$ cat config.mk
export PLATFORM = sky130hd
export DESIGN_NAME = agree_scale_unit
export DESIGN_NICKNAME = d
export VERILOG_FILES = /design/src/rtl/agree_pkg.sv /design/src/rtl/ratio_divider.sv /design/src/rtl/scale_mult.sv /design/src/rtl/agree_scale_unit.sv
export SDC_FILE = /design/constraint.sdc
export NUM_CORES = 1
export LEC_CHECK = 0
export ABC_AREA = 1
export BUFFER_PORTS_ARGS = -buffer_cell sky130_fd_sc_hd__buf_2
export CAP_MARGIN = 20
export CORE_MARGIN = 1.5
export CORE_UTILIZATION = 52
export CTS_CLUSTER_DIAMETER = 150
export DETAILED_ROUTE_END_ITERATION = 10
export PLACE_DENSITY_LB_ADDON = 0.05
export SLEW_MARGIN = 20
export SYNTH_ARGS = -nofsm -noshare
export SYNTH_HDL_FRONTEND = slang
export SYNTH_HIERARCHICAL = 1
export SYNTH_SLANG_ARGS = --single-unit
$ cat constraint.sdc
create_clock -name clk -period 5.08 [get_ports clk]
set_input_delay 0.762 -clock clk [delete_from_list [all_inputs] [get_ports clk]]
set_output_delay 0.762 -clock clk [all_outputs]
set_load 0.01 [all_outputs]
$ cat src/rtl/agree_pkg.sv
package agree_pkg;
    typedef enum logic [1:0] {
        ST_COLLECT = 2'd0,
        ST_DIVIDE  = 2'd1,
        ST_EMIT    = 2'd2
    } phase_t;
endpackage

$ cat src/rtl/ratio_divider.sv
module ratio_divider #(
    parameter int NW   = 5,
    parameter int FRAC = 8,
    parameter int QW   = FRAC + 1
) (
    input  logic          clk,
    input  logic          rst_n,
    input  logic          start,
    input  logic [NW-1:0] num,
    input  logic [NW-1:0] den,
    output logic          fin,
    output logic [QW-1:0] quo
);
    localparam int NB = NW + FRAC;
    localparam int SW = $clog2(NB + 1);

    logic [NB-1:0] dvd, q;
    logic [NW-1:0] rem, dsr;
    logic [SW-1:0] steps;
    logic          run;
    logic [NW:0]   trial;

    assign trial = {rem, dvd[NB-1]};
    assign quo   = q[QW-1:0];

    always_ff @(posedge clk) begin
        if (!rst_n) begin
            dvd <= '0; q <= '0; rem <= '0; dsr <= '0;
            steps <= '0; run <= 1'b0; fin <= 1'b0;
        end else begin
            fin <= run && (steps == SW'(1));
            if (start) begin
                dvd   <= {num, {FRAC{1'b0}}};
                dsr   <= den;
                rem   <= '0;
                q     <= '0;
                steps <= SW'(NB);
                run   <= 1'b1;
            end else if (run) begin
                if (trial >= {1'b0, dsr}) begin
                    rem <= NW'(trial - {1'b0, dsr});
                    q   <= {q[NB-2:0], 1'b1};
                end else begin
                    rem <= trial[NW-1:0];
                    q   <= {q[NB-2:0], 1'b0};
                end
                dvd   <= dvd << 1;
                steps <= steps - SW'(1);
                if (steps == SW'(1)) run <= 1'b0;
            end
        end
    end

    // a ratio never exceeds 1.0, so no quotient bit above QW is set
    p_ratio_bound_r3: assert property (@(posedge clk) disable iff (!rst_n)
        fin |-> ((q >> QW) == '0) && (quo <= QW'(1 << FRAC)));
endmodule

$ cat src/rtl/scale_mult.sv
module scale_mult #(
    parameter int W    = 8,
    parameter int FRAC = 8
) (
    input  logic [W-1:0]  ext,
    input  logic [FRAC:0] ratio,
    output logic [W-1:0]  scaled
);
    localparam int PW = W + FRAC + 2;
    localparam logic signed [PW-1:0] RND  = PW'((1 << FRAC) - 1);
    localparam logic signed [PW-1:0] MAXV = PW'((1 << (W - 1)) - 1);
    localparam logic signed [PW-1:0] MINV = -MAXV - PW'(1);

    logic signed [PW-1:0] prod, biased, shf;

    always_comb begin
        prod   = $signed({{(PW - W){ext[W-1]}}, ext}) *
                 $signed({{(PW - FRAC - 1){1'b0}}, ratio});
        biased = prod[PW-1] ? prod + RND : prod;
        shf    = biased >>> FRAC;
        if (shf > MAXV)      scaled = MAXV[W-1:0];
        else if (shf < MINV) scaled = MINV[W-1:0];
        else                 scaled = shf[W-1:0];
    end
endmodule

$ cat src/rtl/agree_scale_unit.sv
module agree_scale_unit
    import agree_pkg::*;
#(
    parameter int W        = 8,
    parameter int NMAX     = 16,
    parameter int FRAC     = 8,
    parameter int MAX_ITER = 12
) (
    input  logic          clk,
    input  logic          rst_n,
    input  logic          in_valid,
    output logic          in_ready,
    input  logic [W-1:0]  in_ext,
    input  logic [W-1:0]  in_app,
    input  logic          in_last,
    input  logic [FRAC:0] thr,
    output logic          out_valid,
    output logic [W-1:0]  out_data,
    output logic          out_last,
    output logic          done,
    output logic          stop
);
    localparam int CW       = $clog2(NMAX + 1);
    localparam int AW       = $clog2(NMAX);
    localparam int QW       = FRAC + 1;
    localparam int HALF_CAP = 2 * MAX_ITER;
    localparam int HW       = $clog2(HALF_CAP + 1);

    phase_t        state, nxt;
    logic [W-1:0]  xbuf [NMAX];
    logic [CW-1:0] wr_cnt, agree, len;
    logic [AW-1:0] rd_idx;
    logic [QW-1:0] ratio, div_quo;
    logic [HW-1:0] half_cnt;
    logic          stop_pend, div_fin, accept, match, frame_end, emit_end;
    logic [W-1:0]  scaled;

    assign in_ready  = (state == ST_COLLECT);
    assign accept    = in_valid && in_ready;
    assign match     = (in_ext[W-1] == in_app[W-1]);
    assign frame_end = accept && (in_last || wr_cnt == CW'(NMAX - 1));
    assign emit_end  = (state == ST_EMIT) && (CW'(rd_idx) == len - CW'(1));

    ratio_divider #(.NW(CW), .FRAC(FRAC), .QW(QW)) u_div (
        .clk(clk), .rst_n(rst_n), .start(frame_end),
        .num(agree + CW'(match)), .den(wr_cnt + CW'(1)),
        .fin(div_fin), .quo(div_quo)
    );

    scale_mult #(.W(W), .FRAC(FRAC)) u_mul (
        .ext(xbuf[rd_idx]), .ratio(ratio), .scaled(scaled)
    );

    // state register
    always_ff @(posedge clk) begin
        if (!rst_n) state <= ST_COLLECT;
        else        state <= nxt;
    end

    always_comb begin
        nxt = state;
        unique case (state)
            ST_COLLECT: if (frame_end) nxt = ST_DIVIDE;
            ST_DIVIDE:  if (div_fin)   nxt = ST_EMIT;
            ST_EMIT:    if (emit_end)  nxt = ST_COLLECT;
            default:                   nxt = ST_COLLECT;
        endcase
    end

    // frame datapath
    always_ff @(posedge clk) begin
        if (accept) xbuf[wr_cnt[AW-1:0]] <= in_ext;
    end

    always_ff @(posedge clk) begin
        if (!rst_n) begin
            wr_cnt <= '0; agree <= '0; len <= '0; rd_idx <= '0;
            ratio <= '0; stop_pend <= 1'b0; half_cnt <= '0;
        end else begin
            unique case (state)
                ST_COLLECT: if (accept) begin
                    wr_cnt <= wr_cnt + CW'(1);
                    agree  <= agree + CW'(match);
                    if (frame_end) len <= wr_cnt + CW'(1);
                end
                ST_DIVIDE: if (div_fin) begin
                    ratio     <= div_quo;
                    stop_pend <= (div_quo >= thr) || (half_cnt == HW'(HALF_CAP - 1));
                    rd_idx    <= '0;
                end
                ST_EMIT: begin
                    rd_idx <= rd_idx + AW'(1);
                    if (emit_end) begin
                        wr_cnt   <= '0;
                        agree    <= '0;
                        half_cnt <= stop_pend ? '0 : half_cnt + HW'(1);
                    end
                end
                default: ;
            endcase
        end
    end

    // outputs
    always_ff @(posedge clk) begin
        if (!rst_n) begin
            out_valid <= 1'b0; out_data <= '0; out_last <= 1'b0;
            done <= 1'b0; stop <= 1'b0;
        end else begin
            out_valid <= (state == ST_EMIT);
            out_data  <= (state == ST_EMIT) ? scaled : '0;
            out_last  <= emit_end;
            done      <= emit_end;
            stop      <= emit_end && stop_pend;
        end
    end

    p_stop_with_done_r9: assert property (@(posedge clk) disable iff (!rst_n)
        stop |-> done);
    p_done_with_last_r9: assert property (@(posedge clk) disable iff (!rst_n)
        done |-> out_valid && out_last);
    p_done_single_r9: assert property (@(posedge clk) disable iff (!rst_n)
        done |=> !done);
    p_ready_after_done_r6: assert property (@(posedge clk) disable iff (!rst_n)
        $rose(in_ready) |-> done);
    p_cap_r8: assert property (@(posedge clk) disable iff (!rst_n)
        half_cnt < HW'(HALF_CAP));
    p_zero_ratio_r4: assert property (@(posedge clk) disable iff (!rst_n)
        (out_valid && ratio == '0) |-> (out_data == '0));
endmodule

==> results.yml, run 1 <==
outcome:
  violations: "setup timing"
  status: "finished, violations left"
layout:
  n_antenna_cell: 0
  final_layout_size_suffix_gt1_frac: 0.247
  layout.nets: 1635
  final_core_utilization: 0.661
  synthToLayoutAreaGrowth_pct: 23.6
critical_path:
  cpPeakStageDelay_ns: 0.38
  critical_path_class: "reg -> reg"
  path_max_fanout: 7
  cp.arrival_ns: 6.08
  crit_path_top_delay_cell: "dfxtp_4"
  end_kind: "register"
  timing.critical_path.mode_cell: "buf_4"
  rrSetupSlack_ns: -0.56
  reg2reg_depth: 42
  cp-start-kind: "register"
  cp.required_ns: 5.52
  r2r-end: "out_data[5]"
routing:
  vias: 9309
  dr.first_iter.drc_count: 540
  wl_um: 28400
  drtAntennaViolNets: 0
  wl_met2_um: 13700
  top_layer: "met4"
  drcViolationCount: 0
  first_pass_iters: 7
  via_per_inst: 5.11
  wl_per_cell_um: 15.6
  met3_length_um: 1210
  m1WireLength_um: 12900
timing:
  worst_pin_slew_ns: 0.858
  finalHoldViolCount: 0
  slew_violations: 0
  relSlewSlack: 0.426
  setup_ws_ns: -0.563
  whs_ns: 0.462
  skew_ns: 0.0206
  rsz0062_at_grt: "true"
  fmax_mhz: 177
  layout_worst_path_cycle_share: 1.11
  fin_crit_ns: 5.64
  setup_violations: 8
logic_synthesis:
  synth_nets: 1502
  yosys_warnings: 6
  synth_top_area_frac: 0.316
  synthesis.area_um2: 12200
  yosysSeqAreaShare: 0.449
  synth_area_leaders: "edfxtp_1 32%, dfxtp_1 13%, nand2_1 8.5%"
  synthMuxAreaShare: 0.0214
  synth_top_family_by_area: "simple AND/OR/NAND/NOR gates"
  ys_types: 46
  synth-simple-area-share: 0.173
  synth_top_area_cell: "edfxtp_1"
  synth_xor_area_frac: 0.0108
  synth.most_common_cell: "nand2_1"
  synth_compound_area_frac: 0.0991
  synthTopCellsByCount: "275 x nand2_1, 248 x inv_1, 128 x edfxtp_1"
  synth_flop_cell: "edfxtp_1"
  avgSynthCellArea_um2: 8.97
  netlist_instances: 1358
  synth_edf_count: 128
  synth_fa_ha_area_frac: 0.145
  synth-seq-cells: 209
  synthArstFlopShare: 0
floorplanning:
  rows: 55
  pin_count: 42
  die-area_um2: 24300
  die_h_um: 156
  die_w_um: 156
  start_util: 0.535
  core_area_um2: 22800
worst_hold_path:
  hp-start: "u_div/dsr[0]"
  hold-path-endpoint: "u_div/dsr[0]"
  holdPathStages: 2
  min_path_type: "reg -> reg"
power_and_ir_drop:
  p_leak_uw: 0.00682
  powerDensity_nw_per_um2: 266
  ir_worst_vdd_mv: 0.315
clock_network:
  tritoncts: "done"
  clockBufferDepth: 3
  clkLatencyLatePin_ns: 0.53
  htree_levels: 1
  cts_buffers: 22
  clkTransAtPathRegs_ns: 0.07
  root_buffer: "clkbuf_16"
  cts.sinks: 209
place:
  dpl.hpwl_um: 19000
  port_buffers: 34
  gp_congestion: 0.848
global_routing:
  grt_use_total: 0.233
  grt_max_degree: 30
  antenna_found_initial: 0
  grt_first_pass_wirelength_um: 45000
  grt-ovfl-total: 0
  grt_pass1_vias: 9082
run:
  maxCapViolCount: 0
what timing repair did:
| item | in CTS | in global routing |
|---|---|---|
| cloned | 4 | 3 |
| pin swaps | 70 | 67 |
| buffers inserted | 29 | 13 |
| hold buffers | 0 | 0 |
| hold endpoints to repair | 0 | 0 |
| gates resized for setup | 89 | 91 |
| endpoints found under the setup margin | 8 | 8 |
flip-flops by register name, indices dropped and copies added (netlist names), 2 cells and up, named ones only:
register,cells
xbuf,128
ratio,9
u_div/q,9
out_data,8
agree,5
half_cnt,5
len,5
u_div/dsr,5
u_div/dvd,5
u_div/rem,5
wr_cnt,5
rd_idx,4
u_div/steps,4
state,2
metal layers:
layer | global-route usage | vias up
met5 | 0 | -
met4 | 0.0567 | 0
met3 | 0.0208 | 43
met2 | 0.407 | 185
met1 | 0.314 | 4396
li1 | - | 4685
cells by family after synthesis:
family	count (synthesis)
simple gates	473
buf+inv	311
compound gates	209
flops	209
fa+ha+maj	115
mux	26
xor+xnor	15
layout by cell type (no fill, tap or decap), types with 9 or more instances in the layout:
| cell type | count |
|---|---|
| ha_1 | 57 |
| fa_1 | 43 |
| a21oi_1 | 78 |
| inv_1 | 231 |
| nand3_1 | 60 |
| inv_2 | 25 |
| buf_2 | 34 |
| nand2_1 | 233 |
| nand2_4 | 11 |
| buf_6 | 15 |
| mux2i_1 | 20 |
| nand2_2 | 48 |
| clkbuf_16 | 25 |
| o21ai_0 | 31 |
| nor2_1 | 60 |
| edfxtp_1 | 128 |
| buf_4 | 97 |
| a21oi_2 | 15 |
| o21ai_2 | 12 |
| nor2_2 | 12 |
| o21ai_1 | 18 |
| dfxtp_1 | 80 |
| nand4_1 | 13 |
| o211ai_1 | 34 |
| nor2_4 | 9 |
| ha_4 | 11 |
power breakdown:
group	leakage (µW)	internal, µW	switching, µW	total, µW
Combinational	0.00464	193	277	470
Clock	0.000373	1010	678	1690
Sequential	0.00181	1830	19.3	1850
worst max-delay path, delay by kind of cell, from the launching register on:
| family | cells | cell delay [ns] |
|---|---|---|
| buf+inv | 21 | 2.48 |
| fa+ha+maj | 3 | 0.76 |
| simple gates | 14 | 1.26 |
| flops | 1 | 0.38 |
| compound gates | 4 | 0.68 |
layout make-up:
type,count,area (µm²)
Clock inverter,10,170
Tap cell,313,392
Timing Repair Buffer,161,1400
Clock buffer,30,611
Fill cell,1863,7730
Inverter,259,976
Multi-Input combinational cell,838,6030
Sequential cell,209,5470
worst max path at each step:
stage                  start     endpoint  slack [ns]  cells past startpoint
floorplan           register  out_data[6]        0.01                     31
global placement    register  out_data[1]       -0.53                     29
detailed placement  register  out_data[1]       -0.56                     29
CTS                 register  out_data[1]       -0.46                     36
global route        register  out_data[1]       -0.83                     32
finish              register  out_data[5]       -0.56                     42
through the flow:
step	setup WS, ns	power (µW)	instance area, µm²	std cells	setup TNS, ns
2_1_floorplan	0.0147	2150	12300	1358	0
3_3_place_gp	-0.529	2270	13200	1733	-4.00
3_5_place_dp	-0.559	2280	13200	1733	-4.16
4_1_cts	-0.462	4010	14700	1806	-3.41
5_1_grt	-0.831	4150	15000	1820	-6.26
6_report	-0.563	4010	15000	1820	-4.11
(Power assumes the default switching activity.)
==> inputs of run 2 (changes only) <==
--- a/config.mk
+++ b/config.mk
@@ -6,15 +6,14 @@
 export NUM_CORES = 1
 export LEC_CHECK = 0
 export ABC_AREA = 1
-export BUFFER_PORTS_ARGS = -buffer_cell sky130_fd_sc_hd__buf_2
 export CAP_MARGIN = 20
 export CORE_MARGIN = 1.5
 export CORE_UTILIZATION = 52
 export CTS_CLUSTER_DIAMETER = 150
 export DETAILED_ROUTE_END_ITERATION = 10
+export DONT_BUFFER_PORTS = 1
 export PLACE_DENSITY_LB_ADDON = 0.05
 export SLEW_MARGIN = 20
 export SYNTH_ARGS = -nofsm -noshare
 export SYNTH_HDL_FRONTEND = slang
-export SYNTH_HIERARCHICAL = 1
 export SYNTH_SLANG_ARGS = --single-unit
==> run 2 against run 1 <==
Effect of this change: the flow still finishes with violations (setup timing); hold slack worse by 0.14 ns; synthesized area is 5.9% lower; cell area is 6.2% lower; clock skew is 0.0055 ns higher; via count is 5.2% lower.
==> results.yml, run 2 <==
global_routing:
  grt-ovfl-total: 0
  grt_first_pass_wirelength_um: 42600
  antenna_found_initial: 0
  grt_pass1_vias: 8571
  grt_use_total: 0.240
  grt_max_degree: 25
routing:
  drcViolationCount: 0
  dr.first_iter.drc_count: 508
  first_pass_iters: 5
  wl_per_cell_um: 16.1
  via_per_inst: 5.35
  drtAntennaViolNets: 0
  vias: 8828
  wl_um: 26600
critical_path:
  timing.critical_path.mode_cell: "nand2_2"
  cp.required_ns: 5.47
  reg2reg_depth: 28
  crit_path_top_delay_cell: "fa_1"
  r2r-end: "out_data[0]"
  cpPeakStageDelay_ns: 0.52
  end_kind: "register"
  path_max_fanout: 12
  cp-start-kind: "register"
  cp.arrival_ns: 5.95
  critical_path_class: "reg -> reg"
  rrSetupSlack_ns: -0.49
logic_synthesis:
  synth-seq-cells: 209
  synthArstFlopShare: 0
  synth_edf_count: 128
  synth_flop_cell: "edfxtp_1"
  synth_area_leaders: "edfxtp_1 34%, dfxtp_1 14%, ha_1 7.8%"
  synth_top_area_cell: "edfxtp_1"
  yosys_warnings: 0
  synth_top_area_frac: 0.335
  yosysSeqAreaShare: 0.477
  avgSynthCellArea_um2: 9.19
  ys_types: 42
  synthesis.area_um2: 11500
  synth.most_common_cell: "nand2_1"
  synthTopCellsByCount: "209 x nand2_1, 166 x inv_1, 164 x nor2_1"
  synth_nets: 1391
  netlist_instances: 1247
worst_hold_path:
  holdPathStages: 0
  min_path_type: "in -> reg"
  hp-start: "in_ext[3]"
  hold-path-endpoint: "xbuf[9][3]"
clock_network:
  root_buffer: "clkbuf_16"
  cts_buffers: 24
  clkTransAtPathRegs_ns: 0.06
  cts.sinks: 209
  clkLatencyLatePin_ns: 0.54
  clockBufferDepth: 3
  htree_levels: 1
  tritoncts: "done"
place:
  port_buffers: 0
  place_inst: 1576
  gp_congestion: 0.857
  dpl.hpwl_um: 18400
  placed_cell_area_um2: 12500
layout:
  layout_common_cells: "169 x nand2_1, 153 x inv_1, 145 x nor2_1, 128 x edfxtp_1, 96 x buf_4"
  final_area_um2: 14100
  finalNonFillerCells: 1650
  final_common_cell: "nand2_1"
  n_antenna_cell: 0
  layout.nets: 1500
  largest_register_ff_count: 128
  synthToLayoutAreaGrowth_pct: 23.2
  final_layout_size_suffix_gt1_frac: 0.216
timing:
  setup_ws_ns: -0.486
  setup_violations: 8
  layout_worst_path_cycle_share: 1.10
  worst_pin_slew_ns: 1.01
  whs_ns: 0.320
  fmax_mhz: 180
  finalHoldViolCount: 0
  skew_ns: 0.0260
  rsz0062_at_grt: "true"
  slew_violations: 0
  relSlewSlack: 0.326
  fin_crit_ns: 5.57
power_and_ir_drop:
  ir_worst_vdd_mv: 0.251
  powerDensity_nw_per_um2: 272
  p_leak_uw: 0.00593
floorplanning:
  rows: 54
  pin_count: 42
  start_util: 0.528
  die-area_um2: 22900
  die_w_um: 151
  core_area_um2: 21700
  die_h_um: 151
outcome:
  violations: "setup timing"
  status: "finished, violations left"
run:
  maxCapViolCount: 0
run 2: cell count changes after synthesis, sizes merged, moves of 6 or more:
cell	previous run	this run
a21oi	96	65
buf	24	5
inv	256	171
mux2i	26	0
nand2	292	218
nand3	71	63
nand4	13	6
nor2	81	169
nor3	6	12
o211ai	34	6
o21ai	63	95
o221ai	2	26
xor2	9	18
run 2: area by class of cell:
class	instances	area (µm²)
tap	280	350
timing repair buffer	120	1190
fill	1763	7570
multi-input combinational	827	5710
clock inverter	12	106
inverter	174	676
clock buffer	28	616
sequential	209	5470
run 2: repair_timing:
item                                    CTS  global route
pin swaps                                50            52
hold buffers                              0             0
gates cloned                              6             0
endpoints found under the setup margin    8             8
setup buffers                            19             9
resized for setup                        76            71
run 2: how the worst max path moves through the flow:
stage	startpoint	end	slack, ns
CTS	register	out_data[3]	-0.30
detailed placement	register	out_data[5]	-0.54
global route	register	out_data[4]	-0.63
finish	register	out_data[0]	-0.49
global placement	register	out_data[6]	-0.55
floorplan	register	out_data[0]	0.01
run 2: cell families (layout without fill, tap and decap cells):
| group | Yosys count | count (layout) | synth area share |
|---|---|---|---|
| AND/OR/NAND/NOR | 478 | 478 | 0.174 |
| buffers and inverters | 211 | 334 | 0.0698 |
| AO/OA/AOI/OAI | 210 | 210 | 0.106 |
| flip-flops | 209 | 209 | 0.477 |
| adder cells (fa/ha/maj) | 115 | 115 | 0.154 |
| XOR/XNOR | 24 | 24 | 0.0183 |
run 2: power by group:
group / switching [µW] / internal [µW]
Clock: 666 / 914
Combinational: 244 / 177
Sequential: 16.2 / 1820
Total: 926 / 2910
run 2: routing by layer:
layer  vias to the layer above  GRT usage  routed length (µm)
li1                       4368          -                   -
met1                      4226      0.330               12200
met2                       186      0.399               12700
met3                        48     0.0316                1230
met4                         0     0.0631                 560
met5                         -          0                   0
run 2: per-stage QoR:
stage               setup TNS [ns]  total power, µW  setup WS, ns   util
floorplan                        0             2110        0.0150      -
global placement             -4.20             2220        -0.549  0.575
detailed placement           -4.18             2220        -0.539  0.575
CTS                          -2.27             3820        -0.304  0.636
global route                 -4.79             3990        -0.626  0.651
finish                       -3.64             3840        -0.486  0.651
run 2: critical path, delay by kind of cell (launching register included):
| kind | cells | cell delay (ns) |
|---|---|---|
| AOI/OAI and AO/OA | 6 | 1.12 |
| buffers and inverters | 6 | 0.58 |
| and+or+nand+nor | 10 | 0.90 |
| adders and majority gates | 5 | 2.25 |
| xor gates and xnor gates | 1 | 0.21 |
| DFF | 1 | 0.39 |
==> inputs of run 3 (changes only) <==
--- a/config.mk
+++ b/config.mk
@@ -16,4 +16,5 @@
 export SLEW_MARGIN = 20
 export SYNTH_ARGS = -nofsm -noshare
 export SYNTH_HDL_FRONTEND = slang
+export SYNTH_HIERARCHICAL = 1
 export SYNTH_SLANG_ARGS = --single-unit
==> run 3 against run 2 <==
Effect of this change: the flow still finishes with violations (setup timing); first-iteration DRC count grew 6.3%; sequential power is essentially flat; cell count grew 7.6%; clock power grew 12%; hold slack gained 0.014 ns; fmax shrank 0.35%; clock-buffer cell count grew 4; clock skew shrank 0.0072 ns; global-route usage shrank 1.5 points.
==> results.yml, run 3 (synthesized netlist as in run 1, its figures left out) <==
outcome:
  status: "finished, violations left"
  violations: "setup timing"
power_and_ir_drop:
  pwr-share-comb: 0.105
  p_int_uw: 3100
  switching_power_uw: 934
  p_leak_uw: 0.00663
  seq_power_share: 0.457
  ir_worst_vdd_mv: 0.340
  powerDensity_nw_per_um2: 276
  pwr-share-clk: 0.438
  swShare: 0.231
critical_path:
  cpPeakStageDelay_ns: 0.53
  end_kind: "register"
  crit_path_top_delay_cell: "fa_1"
  cp-start-kind: "register"
  cp.buffers_inverters: 10
  crit_family: "adder cells"
  cp.arrival_ns: 6.03
  path_max_fanout: 8
  cp.required_ns: 5.52
  critical_path_class: "reg -> reg"
  timing.critical_path.mode_cell: "nand2_2"
layout:
  largest_register_ff_count: 128
  fillers: 1913
  layout.nets: 1589
  final_core_utilization: 0.643
  layout_common_cells: "235 x inv_1, 234 x nand2_1, 128 x edfxtp_1, 86 x a21oi_1, 84 x buf_4"
  finalNonFillerCells: 1775
  final_area_um2: 14600
  final_layout_size_suffix_gt1_frac: 0.207
  n_antenna_cell: 0
  synthToLayoutAreaGrowth_pct: 20.2
  final_common_cell: "inv_1"
floorplanning:
  core_area_um2: 22800
  pin_count: 42
  die_h_um: 156
  die_w_um: 156
  start_util: 0.535
  rows: 55
  die-area_um2: 24300
timing:
  relSlewSlack: 0.354
  finalHoldViolCount: 0
  fmax_mhz: 179
  rsz0062_at_grt: "true"
  setup_violations: 8
  fin_crit_ns: 5.59
  slew_violations: 0
  worst_pin_slew_ns: 0.969
  skew_ns: 0.0188
  setup_ws_ns: -0.506
  layout_worst_path_cycle_share: 1.10
  whs_ns: 0.334
routing:
  vias: 9145
  via_per_inst: 5.15
  drtAntennaViolNets: 0
  drcViolationCount: 0
  m1WireLength_um: 12400
  wl_met2_um: 13100
  first_pass_iters: 5
  dr.first_iter.drc_count: 540
  wl_um: 26800
  top_layer: "met4"
  wl_per_cell_um: 15.1
  met3_length_um: 884
clock_network:
  cts_hold_buffers: 0
  clkTransAtPathRegs_ns: 0.06
  clockBufferDepth: 3
  cts.sinks: 209
  htree_levels: 1
  clkLatencyLatePin_ns: 0.52
  root_buffer: "clkbuf_16"
  tritoncts: "done"
  cts_buffers: 23
place:
  gp_congestion: 0.800
  dpl.hpwl_um: 18900
  port_buffers: 0
  placed_cell_area_um2: 13000
  place_inst: 1700
global_routing:
  grt_pass1_vias: 8984
  grt-ovfl-total: 0
  grt_use_total: 0.225
  antenna_found_initial: 0
  grt_max_degree: 31
  grt_first_pass_wirelength_um: 43800
worst_hold_path:
  min_path_type: "in -> reg"
run:
  maxCapViolCount: 0
## run 3: power groups by stage
stage	clock network [µW]	registers, µW	logic, µW
after global routing	1870	1850	481
after floorplan	0	1880	268
after CTS	1800	1840	389
after detailed placement	0	1880	369
after global placement	0	1880	366
final	1770	1840	426
## run 3: stage by stage
| stage | setup TNS [ns] | setup slack [ns] | power [µW] |
|---|---|---|---|
| after global placement | -3.96 | -0.534 | 2250 |
| after detailed placement | -4.03 | -0.535 | 2250 |
| after floorplan | 0 | 0.0147 | 2150 |
| final | -3.74 | -0.506 | 4040 |
| after global routing | -6.47 | -0.866 | 4200 |
| after CTS | -3.20 | -0.437 | 4030 |
## run 3: path summary, 6_finish.rpt
check                             startpoint           end  slack, ns  cells past startpoint
worst min register to register  u_div/dsr[0]  u_div/dsr[0]       0.46                      2
worst min-delay path               in_ext[0]   xbuf[15][0]       0.33                      0
worst max-delay path                register   out_data[2]      -0.51                     34
worst max register to register      register   out_data[2]      -0.51                     34
## run 3: per-layer routing
layer,global-route usage,up-vias
li1,-,4582
met1,0.303,4397
met2,0.395,135
met3,0.0239,31
met4,0.0440,0
met5,0,-
## run 3: area by class of cell
class	instances	area, µm²	area share
multi-input cells	838	5910	0.403
well taps	313	392	0.0267
flip-flops and latches	209	5470	0.374
clock inverters	10	164	0.0112
repair buffers	114	1080	0.0741
inverters	259	978	0.0668
clock buffers	32	649	0.0443
## run 3: repair_timing
action	in CTS	in global routing
setup endpoints to repair	8	8
gates resized for setup	52	87
pin swaps	27	56
cloned	2	1
buffers inserted	11	19
endpoints found under the hold margin	0	0
